**config.mk**
```make
export PLATFORM = sky130hd
export DESIGN_NAME = addr_alias_tester
export DESIGN_NICKNAME = d
export VERILOG_FILES = /design/src/rtl/aat_pkg.sv /design/src/rtl/aat_partner.sv /design/src/rtl/aat_result.sv /design/src/rtl/addr_alias_tester.sv
export SDC_FILE = /design/constraint.sdc
export NUM_CORES = 1
export LEC_CHECK = 0
export BUFFER_PORTS_ARGS = -buffer_cell sky130_fd_sc_hd__buf_2
export CELL_PAD_IN_SITES_DETAIL_PLACEMENT = 0
export CELL_PAD_IN_SITES_GLOBAL_PLACEMENT = 1
export CORE_MARGIN = 2
export CORE_UTILIZATION = 41
export CTS_BUF_LIST = sky130_fd_sc_hd__clkbuf_8
export CTS_CLUSTER_DIAMETER = 150
export DETAILED_ROUTE_END_ITERATION = 16
export MAX_ROUTING_LAYER = met4
export PLACE_DENSITY_LB_ADDON = 0.1
export SLEW_MARGIN = 20
export SYNTH_ARGS = -nofsm -noshare
export SYNTH_HDL_FRONTEND = slang
export SYNTH_SLANG_ARGS = --single-unit
export TNS_END_PERCENT = 10
```
**constraint.sdc**
```tcl
create_clock -name clk -period 6.8 [get_ports clk]
set_input_delay 0.68 -clock clk [delete_from_list [all_inputs] [get_ports clk]]
set_output_delay 0.68 -clock clk [all_outputs]
set_load 0.03 [all_outputs]
```
**src/rtl/aat_pkg.sv**
```systemverilog
package aat_pkg;

    typedef enum logic [2:0] {
        ST_IDLE,
        ST_PICK,
        ST_RD_A,
        ST_WR_T,
        ST_RD_B,
        ST_CMP,
        ST_STEP,
        ST_DONE
    } aat_state_e;

endpackage

```
**src/rtl/aat_partner.sv**
```systemverilog
module aat_partner #(
    parameter int AW = 16
) (
    input  logic [AW-1:0] test_addr,
    input  logic [AW-1:0] mask,
    input  logic [AW-1:0] base,
    input  logic [AW:0]   limit,
    output logic [AW-1:0] partner,
    output logic          in_range
);

    always_comb begin
        partner  = test_addr ^ mask;
        in_range = ({1'b0, partner} >= {1'b0, base}) && ({1'b0, partner} < limit);
    end

endmodule

```
**src/rtl/aat_result.sv**
```systemverilog
module aat_result #(
    parameter int AW = 16
) (
    input  logic          clk,
    input  logic          rst_n,
    input  logic          clear,
    input  logic          capture,
    input  logic [AW-1:0] test_addr,
    input  logic [AW-1:0] partner,
    input  logic [AW-1:0] mask,
    output logic          fault,
    output logic [AW-1:0] fail_test_addr,
    output logic [AW-1:0] fail_partner_addr,
    output logic [AW-1:0] fail_mask
);

    always_ff @(posedge clk or negedge rst_n) begin
        if (!rst_n) begin
            fault             <= 1'b0;
            fail_test_addr    <= '0;
            fail_partner_addr <= '0;
            fail_mask         <= '0;
        end else if (clear) begin
            fault             <= 1'b0;
            fail_test_addr    <= '0;
            fail_partner_addr <= '0;
            fail_mask         <= '0;
        end else if (capture) begin
            fault             <= 1'b1;
            fail_test_addr    <= test_addr;
            fail_partner_addr <= partner;
            fail_mask         <= mask;
        end
    end

    // a fault is only ever recorded for a flip mask of one bit
    p_one_bit_pair_r5: assert property (@(posedge clk) disable iff (!rst_n)
        capture |-> ($countones(test_addr ^ partner) == 1));

endmodule

```
**src/rtl/addr_alias_tester.sv**
```systemverilog
module addr_alias_tester
    import aat_pkg::*;
#(
    parameter int AW = 16,
    parameter int DW = 32
) (
    input  logic          clk,
    input  logic          rst_n,
    input  logic          start,
    input  logic [AW-1:0] region_base,
    input  logic [AW:0]   region_size,
    output logic          busy,
    output logic          done,
    output logic          fault,
    output logic [AW-1:0] fail_test_addr,
    output logic [AW-1:0] fail_partner_addr,
    output logic [AW-1:0] fail_mask,
    output logic          mem_en,
    output logic          mem_we,
    output logic [AW-1:0] mem_addr,
    output logic [DW-1:0] mem_wdata,
    input  logic [DW-1:0] mem_rdata
);

    localparam int            WB         = DW / 8;
    localparam logic [AW-1:0] FIRST_MASK = AW'(WB);
    localparam logic [AW:0]   WB_EXT     = (AW+1)'(WB);

    aat_state_e    state_q, state_d;
    logic [AW-1:0] base_q, test_q, last_q, mask_q;
    logic [AW:0]   limit_q;
    logic          pass_q;
    logic [DW-1:0] wr_q;
    logic [AW-1:0] partner;
    logic          in_range;
    logic          mask_out;
    logic          accept;
    logic          hit;

    aat_partner #(.AW(AW)) u_partner (
        .test_addr (test_q),
        .mask      (mask_q),
        .base      (base_q),
        .limit     (limit_q),
        .partner   (partner),
        .in_range  (in_range)
    );

    assign mask_out = ((mask_q << 1) == '0);
    assign accept   = (state_q == ST_IDLE) && start;
    assign hit      = (state_q == ST_CMP) && (mem_rdata == wr_q);

    aat_result #(.AW(AW)) u_result (
        .clk               (clk),
        .rst_n             (rst_n),
        .clear             (accept),
        .capture           (hit),
        .test_addr         (test_q),
        .partner           (partner),
        .mask              (mask_q),
        .fault             (fault),
        .fail_test_addr    (fail_test_addr),
        .fail_partner_addr (fail_partner_addr),
        .fail_mask         (fail_mask)
    );

    // state register
    always_ff @(posedge clk or negedge rst_n) begin
        if (!rst_n) state_q <= ST_IDLE;
        else        state_q <= state_d;
    end

    // next state
    always_comb begin
        state_d = state_q;
        unique case (state_q)
            ST_IDLE: if (start) state_d = ST_PICK;
            ST_PICK: state_d = in_range ? ST_RD_A : ST_STEP;
            ST_RD_A: state_d = ST_WR_T;
            ST_WR_T: state_d = ST_RD_B;
            ST_RD_B: state_d = ST_CMP;
            ST_CMP:  state_d = hit ? ST_DONE : ST_STEP;
            ST_STEP: state_d = (mask_out && pass_q) ? ST_DONE : ST_PICK;
            ST_DONE: state_d = ST_IDLE;
            default: state_d = ST_IDLE;
        endcase
    end

    // walk registers
    always_ff @(posedge clk or negedge rst_n) begin
        if (!rst_n) begin
            base_q  <= '0;
            limit_q <= '0;
            test_q  <= '0;
            last_q  <= '0;
            mask_q  <= '0;
            pass_q  <= 1'b0;
            wr_q    <= '0;
        end else begin
            if (accept) begin
                base_q  <= region_base;
                limit_q <= {1'b0, region_base} + region_size;
                test_q  <= region_base;
                last_q  <= AW'({1'b0, region_base} + region_size - WB_EXT);
                mask_q  <= FIRST_MASK;
                pass_q  <= 1'b0;
            end
            if (state_q == ST_WR_T) wr_q <= ~mem_rdata;
            if (state_q == ST_STEP) begin
                if (!mask_out) begin
                    mask_q <= mask_q << 1;
                end else if (!pass_q) begin
                    pass_q <= 1'b1;
                    test_q <= last_q;
                    mask_q <= FIRST_MASK;
                end
            end
        end
    end

    // outputs
    always_comb begin
        busy      = (state_q != ST_IDLE);
        done      = (state_q == ST_DONE);
        mem_en    = 1'b0;
        mem_we    = 1'b0;
        mem_addr  = partner;
        mem_wdata = '0;
        unique case (state_q)
            ST_RD_A, ST_RD_B: mem_en = 1'b1;
            ST_WR_T: begin
                mem_en    = 1'b1;
                mem_we    = 1'b1;
                mem_addr  = test_q;
                mem_wdata = ~mem_rdata;
            end
            default: ;
        endcase
    end

    // no memory traffic while idle
    p_quiet_idle_r1: assert property (@(posedge clk) disable iff (!rst_n)
        !busy |-> !mem_en);

    // exactly one flip bit while running
    p_mask_single_r2: assert property (@(posedge clk) disable iff (!rst_n)
        busy |-> ($countones(mask_q) == 1));

    // every read stays inside the captured region
    p_read_in_window_r3: assert property (@(posedge clk) disable iff (!rst_n)
        (mem_en && !mem_we) |-> (({1'b0, mem_addr} >= {1'b0, base_q}) && ({1'b0, mem_addr} < limit_q)));

    // a write is always preceded by a read
    p_write_after_read_r4: assert property (@(posedge clk) disable iff (!rst_n)
        (mem_en && mem_we) |-> $past(mem_en && !mem_we));

    // the reread after a write targets the first read address
    p_reread_same_r4: assert property (@(posedge clk) disable iff (!rst_n)
        (mem_en && mem_we) |=> (mem_en && !mem_we && mem_addr == $past(mem_addr, 2)));

    // done lasts a single cycle
    p_done_pulse_r7: assert property (@(posedge clk) disable iff (!rst_n)
        done |=> !done);

    // a start while busy leaves the region untouched
    p_start_ignored_r8: assert property (@(posedge clk) disable iff (!rst_n)
        (busy && $past(busy)) |-> $stable(base_q));

endmodule

```
Yosys cells after proc, flatten, opt, wreduce, memory -nomap -nowiden

Index checks and enable logic that the tools add are counted.
Widths: inputs -> output; s select.

Add/sub/neg operators: 2
Magnitude comparators: 2
Eq/ne operators: 9
Multiplexer cells: 29
Bitwise gates (word level): 2
Reductions and logical operators: 9

Operators with widths:

| cell                  | count |
|---|---|
| $mux 16               | 15 |
| $eq 32x32->1          | 1 |
| $mux 32               | 1 |
| $not 32->32           | 1 |
| $pmux 3 s8            | 1 |
| $add 16x17->17        | 1 |
| $lt 16x17->1          | 1 |
| $ge 16x16->1          | 1 |
| $logic_not 16->1      | 1 |
| $sub 16x3->16 const B | 1 |
| $xor 16x16->16        | 1 |
| $eq 3x3->1 const B    | 4 |
| $mux 1                | 9 |
| $mux 3                | 3 |
| $eq 3x2->1 const B    | 2 |
| $logic_and 1x1->1     | 4 |
| $eq 3x1->1 const B    | 1 |
| $logic_not 3->1       | 1 |
| $reduce_bool 3->1     | 1 |
| $reduce_or 3->1       | 1 |
| $ne 2x2->1 const B    | 1 |
| $reduce_bool 2->1     | 1 |

Register bits: 166
Bits of input ports: 68
Output and inout bits: 101
Logic and storage cells: 65

Depth between registers and ports, before layout

Gate-level depths: netlist of the first run.

Depth in word-level cells: 6
Mapped depth: 11
Depth with buffers taken out: 11

Hierarchy

From an unflattened synthesis of the first run, not the netlist that was laid out.

Cells, all modules: 940
Area total of the unflattened synthesis: 8948.6 µm²

Modules (own cells, without submodules):

| module            | times used | cells each | area an instance (µm²) | sequential area each (µm²) |
|---|---|---|---|---|
| addr_alias_tester | 1          | 660        | 6053.3                 | 2877.8 |
| aat_result        | 1          | 158        | 1984.4                 | 1226.2 |
| aat_partner       | 1          | 122        | 910.9                  | 0.0 |

Least setup slack after synthesis of the first run

OpenSTA, ideal clock, no wires.

Path type: input to register
Start: input region_base[0]
End: register last_q[15]
Setup time: 82 ps
Arrival time: 3150 ps
Required time: 6718 ps
Setup slack: 3568 ps
Stages on the path: 11
Path buffers: 0
Path through: ha_1 inv_1 fa_1 nor2b_1 o31a_1 o21a_1 or3_1 a222oi_1 nand4_1 or3_1 a31oi_1

Cells in the longest elaborated chain, start to end: 2

Ends and longest elaborated chain:

| item                   | line                     | source |
|---|---|---|
| start: declaration     | addr_alias_tester.sv:10  | `input logic [AW-1:0] region_base,` |
| $add 16x17->17         | addr_alias_tester.sv:104 | `last_q <= AW'({1'b0, region_base} + region_size - WB_EXT);` |
| $sub 16x3->16          | addr_alias_tester.sv:104 |  |
| end signal: assignment | addr_alias_tester.sv:104 |  |
| end: declaration       | addr_alias_tester.sv:30  | `logic [AW-1:0] base_q, test_q, last_q, mask_q;` |

Every way passes these cells.
A chain may end at the register's enable or synchronous reset.

Worst setup path in the final report of the first run

Start: register state_q[0]
End: output mem_wdata[23]

Cells in the longest elaborated chain, start to end: 2

Ends and longest elaborated chain:

| item                     | line                     | source |
|---|---|---|
| start: declaration       | addr_alias_tester.sv:29  | `aat_state_e state_q, state_d;` |
| start signal: assignment | addr_alias_tester.sv:70  | `else state_q <= state_d;` |
| $eq 3x2->1               | addr_alias_tester.sv:129 | `unique case (state_q)` |
| $mux 32                  | addr_alias_tester.sv:129 |  |
| end: declaration         | addr_alias_tester.sv:21  | `output logic [DW-1:0] mem_wdata,` |

Every way passes these cells.

==> impl_results.md, run 1 <==
* Outcome: finished, final reports clean
* Min cycle time layout at 3.79 ns
* Area growth from synthesis to layout at 16.8%
* Most common cell in the netlist: dfrtp_1
* Mapped Cells at 927
* RSZ-0062 raised after global routing: false
* Worst-margin pin slew at around 0.91 ns
* DRT iter0 DRCs at 356
* Number of synthesized flops with an enable pin at 0
* Global router's overall resource usage at 0.217
* Fin cells at 1362
* Die Height at 150 um
* Ant. Diodes at 0
* Post-DP HPWL at 17200 um
* Max clock buf depth at 2
* Gr ovfl total at 0
* Most used DFF post-synth: dfrtp_1
* Count of state elements after synthesis at 164
* Buffers inserted by post-CTS timing repair at 0
* Global-route wire length before repair at 36900 um
* Top cells by count, synth: dfrtp_1, nand2_1, nor2_1, a21o_1, o21ai_0
* Post-synth cell types at 51
* Via Count at 7055
* Via-per-instance ratio at between 5 and 6
* FMAX at 0.264 GHz
* CTS clock-pin slew for the worst setup and hold paths at about 0.090 ns
* Slew headroom at 0.392
* TritonCTS Buffers at 17
* Post-synth ARST share at 1.00
* Post-Syn Nets at 1044
* Crit path kind: reg -> out
* Total die area at around 23000 um^2
* Crit share post-route at 0.557
* Final setup TNS at 0 ns
* Register area share after synthesis at 0.467
* Largest net degree at the start of global routing at 97
* CP Max Fanout at 65
* Clk_lat worst skew at 0.47 ns
* I/O Pins at roughly 170
* DRT antenna net count at 0
* Initial core utilization at 0.418
* Cell Rows at 53
* Clk root buf: clkbuf_8
* Syn avg cell area at 9.49 um^2
* Final Skew at ~0.018 ns
* CTS tree: done
* Vias in the first global route at 6693
* Combinational power share at 0.423
* Post-CTS Hold Buffers at 0
* Final #Nets at roughly 1.2k
* HP Class: in -> async
* Ys Warns at 0
* Drt first pass iters at 5
* DRC viols at 0
* CTS sink cnt at 164
* Synthesized cell area at slightly below 9000 um^2
* Routability cong. at about 0.82
* Number of I/O port buffers at 168
* Routed WL at 23200 um
* Switch Pwr at 1710 uW
* Leading post-synthesis cells by cell area: dfrtp_1, ha_1, a21o_1
* Lkg Pwr at 0.00580 uW
* Area leader, netlist: dfrtp_1
* DP Cell Count at approximately 1.3k
* H-Tree Level Count at 4
* Number of antenna violations at the first check in global routing at 0
* Die Wd at between 150 and 200 um
* Switching Fraction at 0.429
* Clk pwr share at 0.183
* Pwr/cell area at 388 nW/um^2
* Number of max-cap violations at 0
* Final setup violating endpoints at 0
* Critical Path AT at 3.11 ns
* # fillers at 2065
* Core footprint at 21000 um^2
* PostCTS Resize Cnt at 0
* Critical Path RT at 6.12 ns
* Worst setup SP type: register
* Post-synth top area share at 0.467
* Seq pwr share at 0.394
* Element type at the critical path end: output port
* Final Hold Viols at 0
* Peak supply drop at roughly 150 uV
* Post-detailed-route wirelength per cell at 17.0 um
* Int Power at 2280 uW
* Share of cells above drive strength 1 at 0.200
* Max Slew Vio Count at 0
## stage by stage
step | power [uW] | hold WS, ns | worst slack, ns | util | instance area (um^2)
after CTS | 4030 | 0.348 | 2.97 | 0.489 | 10300
final | 3990 | 0.304 | 3.01 | 0.489 | 10300
after detailed placement | 3300 | 0.461 | 3.13 | 0.470 | 9870
after floorplan | 2760 | 0.384 | 3.57 | - | 8800
after global placement | 3270 | 0.463 | 3.16 | 0.469 | 9870
after global routing | 4330 | 0.358 | 2.69 | 0.489 | 10300
## worst max-delay path, stage by stage (launching register included)
cell	delay [ns]
dfrtp_1	0.90
nand3b_1	0.69
buf_4	0.56
nor2_1	0.25
buf_2	0.24
## sequential cells by signal, indices dropped and copies added (netlist names)
register / cells
last_q: 16
wr_q: 32
limit_q: 15
test_q: 16
state_q: 3
u_result.fail_test_addr: 16
u_result.fault: 1
pass_q: 1
u_result.fail_mask: 16
u_result.fail_partner_addr: 16
base_q: 16
mask_q: 16
## worst paths after layout
| path | from | to | slack, ns | cells past startpoint |
|---|---|---|---|---|
| max | state_q[0] | mem_wdata[23] | 3.01 | 4 |
| min | rst_n | wr_q[4] | 0.30 | 1 |
| max reg2reg | test_q[0] | state_q[2] | 3.88 | 10 |
| min reg2reg | last_q[3] | test_q[3] | 0.48 | 1 |
| max in group asynchronous | rst_n | test_q[6] | 4.99 | 2 |
| min in group clk | region_base[0] | base_q[0] | 0.46 | 3 |
## cells by family after synthesis
family	count (synthesis)	synth area share
simple gates	301	0.152
mux	28	0.0319
xor+xnor	82	0.0817
buf+inv	93	0.0408
flops	164	0.467
compound gates	210	0.156
fa+ha+maj	49	0.0706
## area by class of cell
class | count | area (um^2) | share of cell area
Multi-Input combinational cell | 670 | 4350 | 0.424
Sequential cell | 164 | 4100 | 0.399
Timing Repair Buffer | 175 | 900 | 0.0875
Tap cell | 275 | 344 | 0.0335
Clock buffer | 17 | 234 | 0.0228
Inverter | 46 | 173 | 0.0168
Clock inverter | 15 | 169 | 0.0164
## cell usage in the layout, fill, tap and decap left out, drive strengths merged, types with 29 or more instances in the layout
cell   synthesis  layout
a21o          62      62
a21oi         37      37
buf            8     175
dfrtp        164     164
ha            48      48
inv           46      54
nand2        118     118
nand3         48      48
nor2          73      73
o21ai         62      62
xnor2         29      29
xor2          53      53
## layer usage
metal | global-route usage | part of all wire
met1 | 0.295 | 0.47
met2 | 0.341 | 0.47
met4 | 0.0491 | 0.012
met3 | 0.0403 | 0.053
met5 | - | 0
## power groups by stage
stage | Combinational [uW] | Clock, uW | Sequential, uW
2_1_floorplan | 1290 | 0 | 1460
4_1_cts | 1710 | 747 | 1580
6_report | 1690 | 728 | 1570
3_3_place_gp | 1680 | 0 | 1590
3_5_place_dp | 1700 | 0 | 1600
5_1_grt | 1920 | 800 | 1610
(Power assumes the default switching activity.)
==> inputs of run 2 (changes only) <==
--- a/config.mk
+++ b/config.mk
@@ -5,6 +5,7 @@
 export SDC_FILE = /design/constraint.sdc
 export NUM_CORES = 1
 export LEC_CHECK = 0
+export ABC_AREA = 1
 export BUFFER_PORTS_ARGS = -buffer_cell sky130_fd_sc_hd__buf_2
 export CELL_PAD_IN_SITES_DETAIL_PLACEMENT = 0
 export CELL_PAD_IN_SITES_GLOBAL_PLACEMENT = 1
==> constraint.sdc (replaced) <==
create_clock -name clk -period 3.8 [get_ports clk]
set_input_delay 0.38 -clock clk [delete_from_list [all_inputs] [get_ports clk]]
set_output_delay 0.38 -clock clk [all_outputs]
set_load 0.03 [all_outputs]
==> impl_results.md, run 2 <==
* Outcome: finished, final reports clean
* Count of state elements after synthesis at 164 (unchanged)
* H-Tree Level Count at 4 (unchanged)
* Global router's overall resource usage at 0.215 (-0.00223)
* Crit share post-route at 0.705
* Final #Nets at 1491 (+25%)
* DRT iter0 DRCs at 470 (+32%)
* Commonest non-fill, non-tap cell in the layout: nand2_1
* Clk root buf: clkbuf_8
* Crit path kind: reg -> out
* CP startpoint: state_q[1]
* CTS clock-pin slew for the worst setup and hold paths at 0.10 ns (about the same)
* Delay-heaviest family, CP: buffers and inverters
* Via-per-instance ratio at 4.91 (-5.2%)
* I/O Pins at 169 (unchanged)
* Pwr/cell area at 713 nW/um^2 (+84%)
* Clk_lat worst skew at 0.46 ns (about the same)
* Worst setup SP type: register
* Total die area at 24700 um^2 (+9.0%)
* Area after DPL at 10800 um^2 (+9.1%)
* Routed WL at 25200 um (+8.6%)
* TritonCTS Buffers at 17 (unchanged)
* Peak supply drop at 272 uV (+85%)
* Min cycle time layout at 2.68 ns
* Worst-margin pin slew at 0.948 ns (+0.0356 ns)
* Post-DP HPWL at 18900 um (+9.9%)
* Vias in the first global route at 7763 (+16%)
* FMAX at 0.373 GHz
* CTS sink cnt at 164 (unchanged)
* CP Max Fanout at 36 (-45%)
* Slew headroom at 0.368 (-0.0237)
* Ys Warns at 0 (unchanged)
* Number of max-cap violations at 0 (unchanged)
* Cell Rows at 56 (+5.7%)
* Drt first pass iters at 5 (unchanged)
* Worst path max stage delay at 0.45 ns (-0.45 ns)
* Critical Path RT at 3.42 ns (-2.70 ns)
* Crit path buf inv count at 3 (+1)
* Post-synth ARST share at 1.00 (unchanged)
* Fin cells at 1706 (+25%)
* Cells along the critical path: nand2_1, nor2_4, inv_1, buf_4, nand2_1, o21ai_0, buf_2
* Critical-path top delay cell: dfrtp_1
* Max reg flops at 32 (unchanged)
* Mapped Cells at 1225 (+32%)
* Final Hold Viols at 0 (unchanged)
* RR Startpoint: test_q[4]
* Core footprint at 23300 um^2 (+11%)
* Most used DFF post-synth: dfrtp_1
* Lkg Pwr at 0.00591 uW (+2.0%)
* Most common cell in the netlist: nand2_1
* Post-Syn Nets at 1342 (+29%)
* Max clock buf depth at 2 (unchanged)
* Final Instance Area at 11200 um^2 (+8.7%)
* WHS at 0.0408 ns (-0.263 ns)
* RSZ-0062 raised after global routing: false
* Multi-input gate area at 4600 um^2 (+5.7%)
* # fillers at 2417 (+17%)
* Post-synth top area share at 0.427 (-0.0395)
* Die Height at 157 um (+4.4%)
* Ant. Diodes at 0 (unchanged)
* Max Slew Vio Count at 0 (unchanged)
* Register area share after synthesis at 0.427 (-0.0395)
* Critical Path AT at 2.30 ns (-0.81 ns)
* Largest net degree at the start of global routing at 101 (+4.1%)
* Routability cong. at 0.840 (+2.2%)
* Commonest non-fill, non-tap cells in the layout: nand2_1, inv_1, buf_2
* Gr ovfl total at 0 (unchanged)
* Area leader, netlist: dfrtp_1
* Final Power at 7960 uW (+100%)
* Number of synthesized flops with an enable pin at 0 (unchanged)
* Element type at the critical path end: output port
* Number of I/O port buffers at 168 (unchanged)
* Reg area at 4100 um^2 (unchanged)
* Leading post-synthesis cells by cell area: dfrtp_1, nand2_1, inv_1
* DRC viols at 0 (unchanged)
* Share of cells above drive strength 1 at 0.193 (-0.00713)
* Number of antenna violations at the first check in global routing at 0 (unchanged)
* Post-CTS Hold Buffers at 0 (unchanged)
* Top cells by count, synth: nand2_1, inv_1, dfrtp_1, o21ai_0, nand3_1
* Die Wd at 157 um (+4.4%)
* Initial core utilization at 0.413 (-0.00529)
* DRT antenna net count at 0 (unchanged)
* Most used cell, CP: nand2_1
* Syn avg cell area at 7.85 um^2 (-17%)
* Biggest register: wr_q
* Via Count at 8381 (+19%)
* Area growth from synthesis to layout at 16.3%
* HP Class: in -> async
* Final setup violating endpoints at 0 (unchanged)
* Global-route wire length before repair at 40500 um (+9.9%)
* PostCTS Resize Cnt at 0 (unchanged)
* Final setup TNS at 0 ns (unchanged)
* Buffers inserted by post-CTS timing repair at 0 (unchanged)
* CTS tree: done
* Synthesized cell area at 9610 um^2 (+9.3%)
* DP Cell Count at 1674 (+26%)
* Post-synth cell types at 41 (-20%)
* Final Skew at 0.0202 ns (+0.00191 ns)
* Post-detailed-route wirelength per cell at 14.8 um (-13%)
[run 2: cell families after synthesis]
logic type               synth area share
AO/OA/AOI/OAI                       0.139
XOR/XNOR                           0.0309
adder cells (fa/ha/maj)            0.0646
buffers and inverters              0.0961
flip-flops                          0.427
AND/OR/NAND/NOR                     0.243
[run 2: per-layer routing]
metal | up-vias | GRT usage | share of wire
met5 | - | - | 0
met4 | 0 | 0.0381 | 0.0065
met3 | 10 | 0.0325 | 0.047
met2 | 168 | 0.313 | 0.43
met1 | 3896 | 0.321 | 0.52
li1 | 4307 | - | -
[run 2: path summary, 6_finish.rpt]
path | to | slack [ns] | depth (start not counted)
setup / recovery | mem_addr[0] | 1.12 | 7
hold / removal | wr_q[2] | 0.04 | 1
setup reg to reg | state_q[2] | 1.53 | 12
hold reg to reg | last_q[3] | 0.49 | 2
max in group asynchronous | base_q[10] | 2.77 | 2
min in group clk | wr_q[23] | 0.15 | 2
[run 2: final cells by class]
class / instances / area share
inverters: 187 / 0.0630
clock buffers: 17 / 0.0209
multi-input cells: 824 / 0.412
repair buffers: 180 / 0.0861
flip-flops and latches: 164 / 0.367
clock inverters: 15 / 0.0150
well taps: 319 / 0.0357
[run 2: worst reg2reg max path: stages (launching register included)]
cell and delay (ns):
dfrtp_1 0.43, xnor2_1 0.37, inv_1 0.15, ha_1 0.32, a21oi_1 0.16, o21a_1 0.13, nor2_1 0.03, o21ai_0 0.14
nand2_1 0.06, a31oi_1 0.14, nand2_1 0.11, nand2_1 0.07, nand2_1 0.04
[run 2: report_power, final]
part	switching, uW	internal (uW)
logic	2670	1340
clock network	697	601
registers	347	2300
total	3720	4240
[run 2: stage by stage]
step | util | worst slack (ns)
3_5_place_dp | 0.463 | 1.24
3_3_place_gp | 0.463 | 1.25
6_report | 0.480 | 1.12
4_1_cts | 0.480 | 1.04
2_1_floorplan | - | 1.61
5_1_grt | 0.480 | 0.876
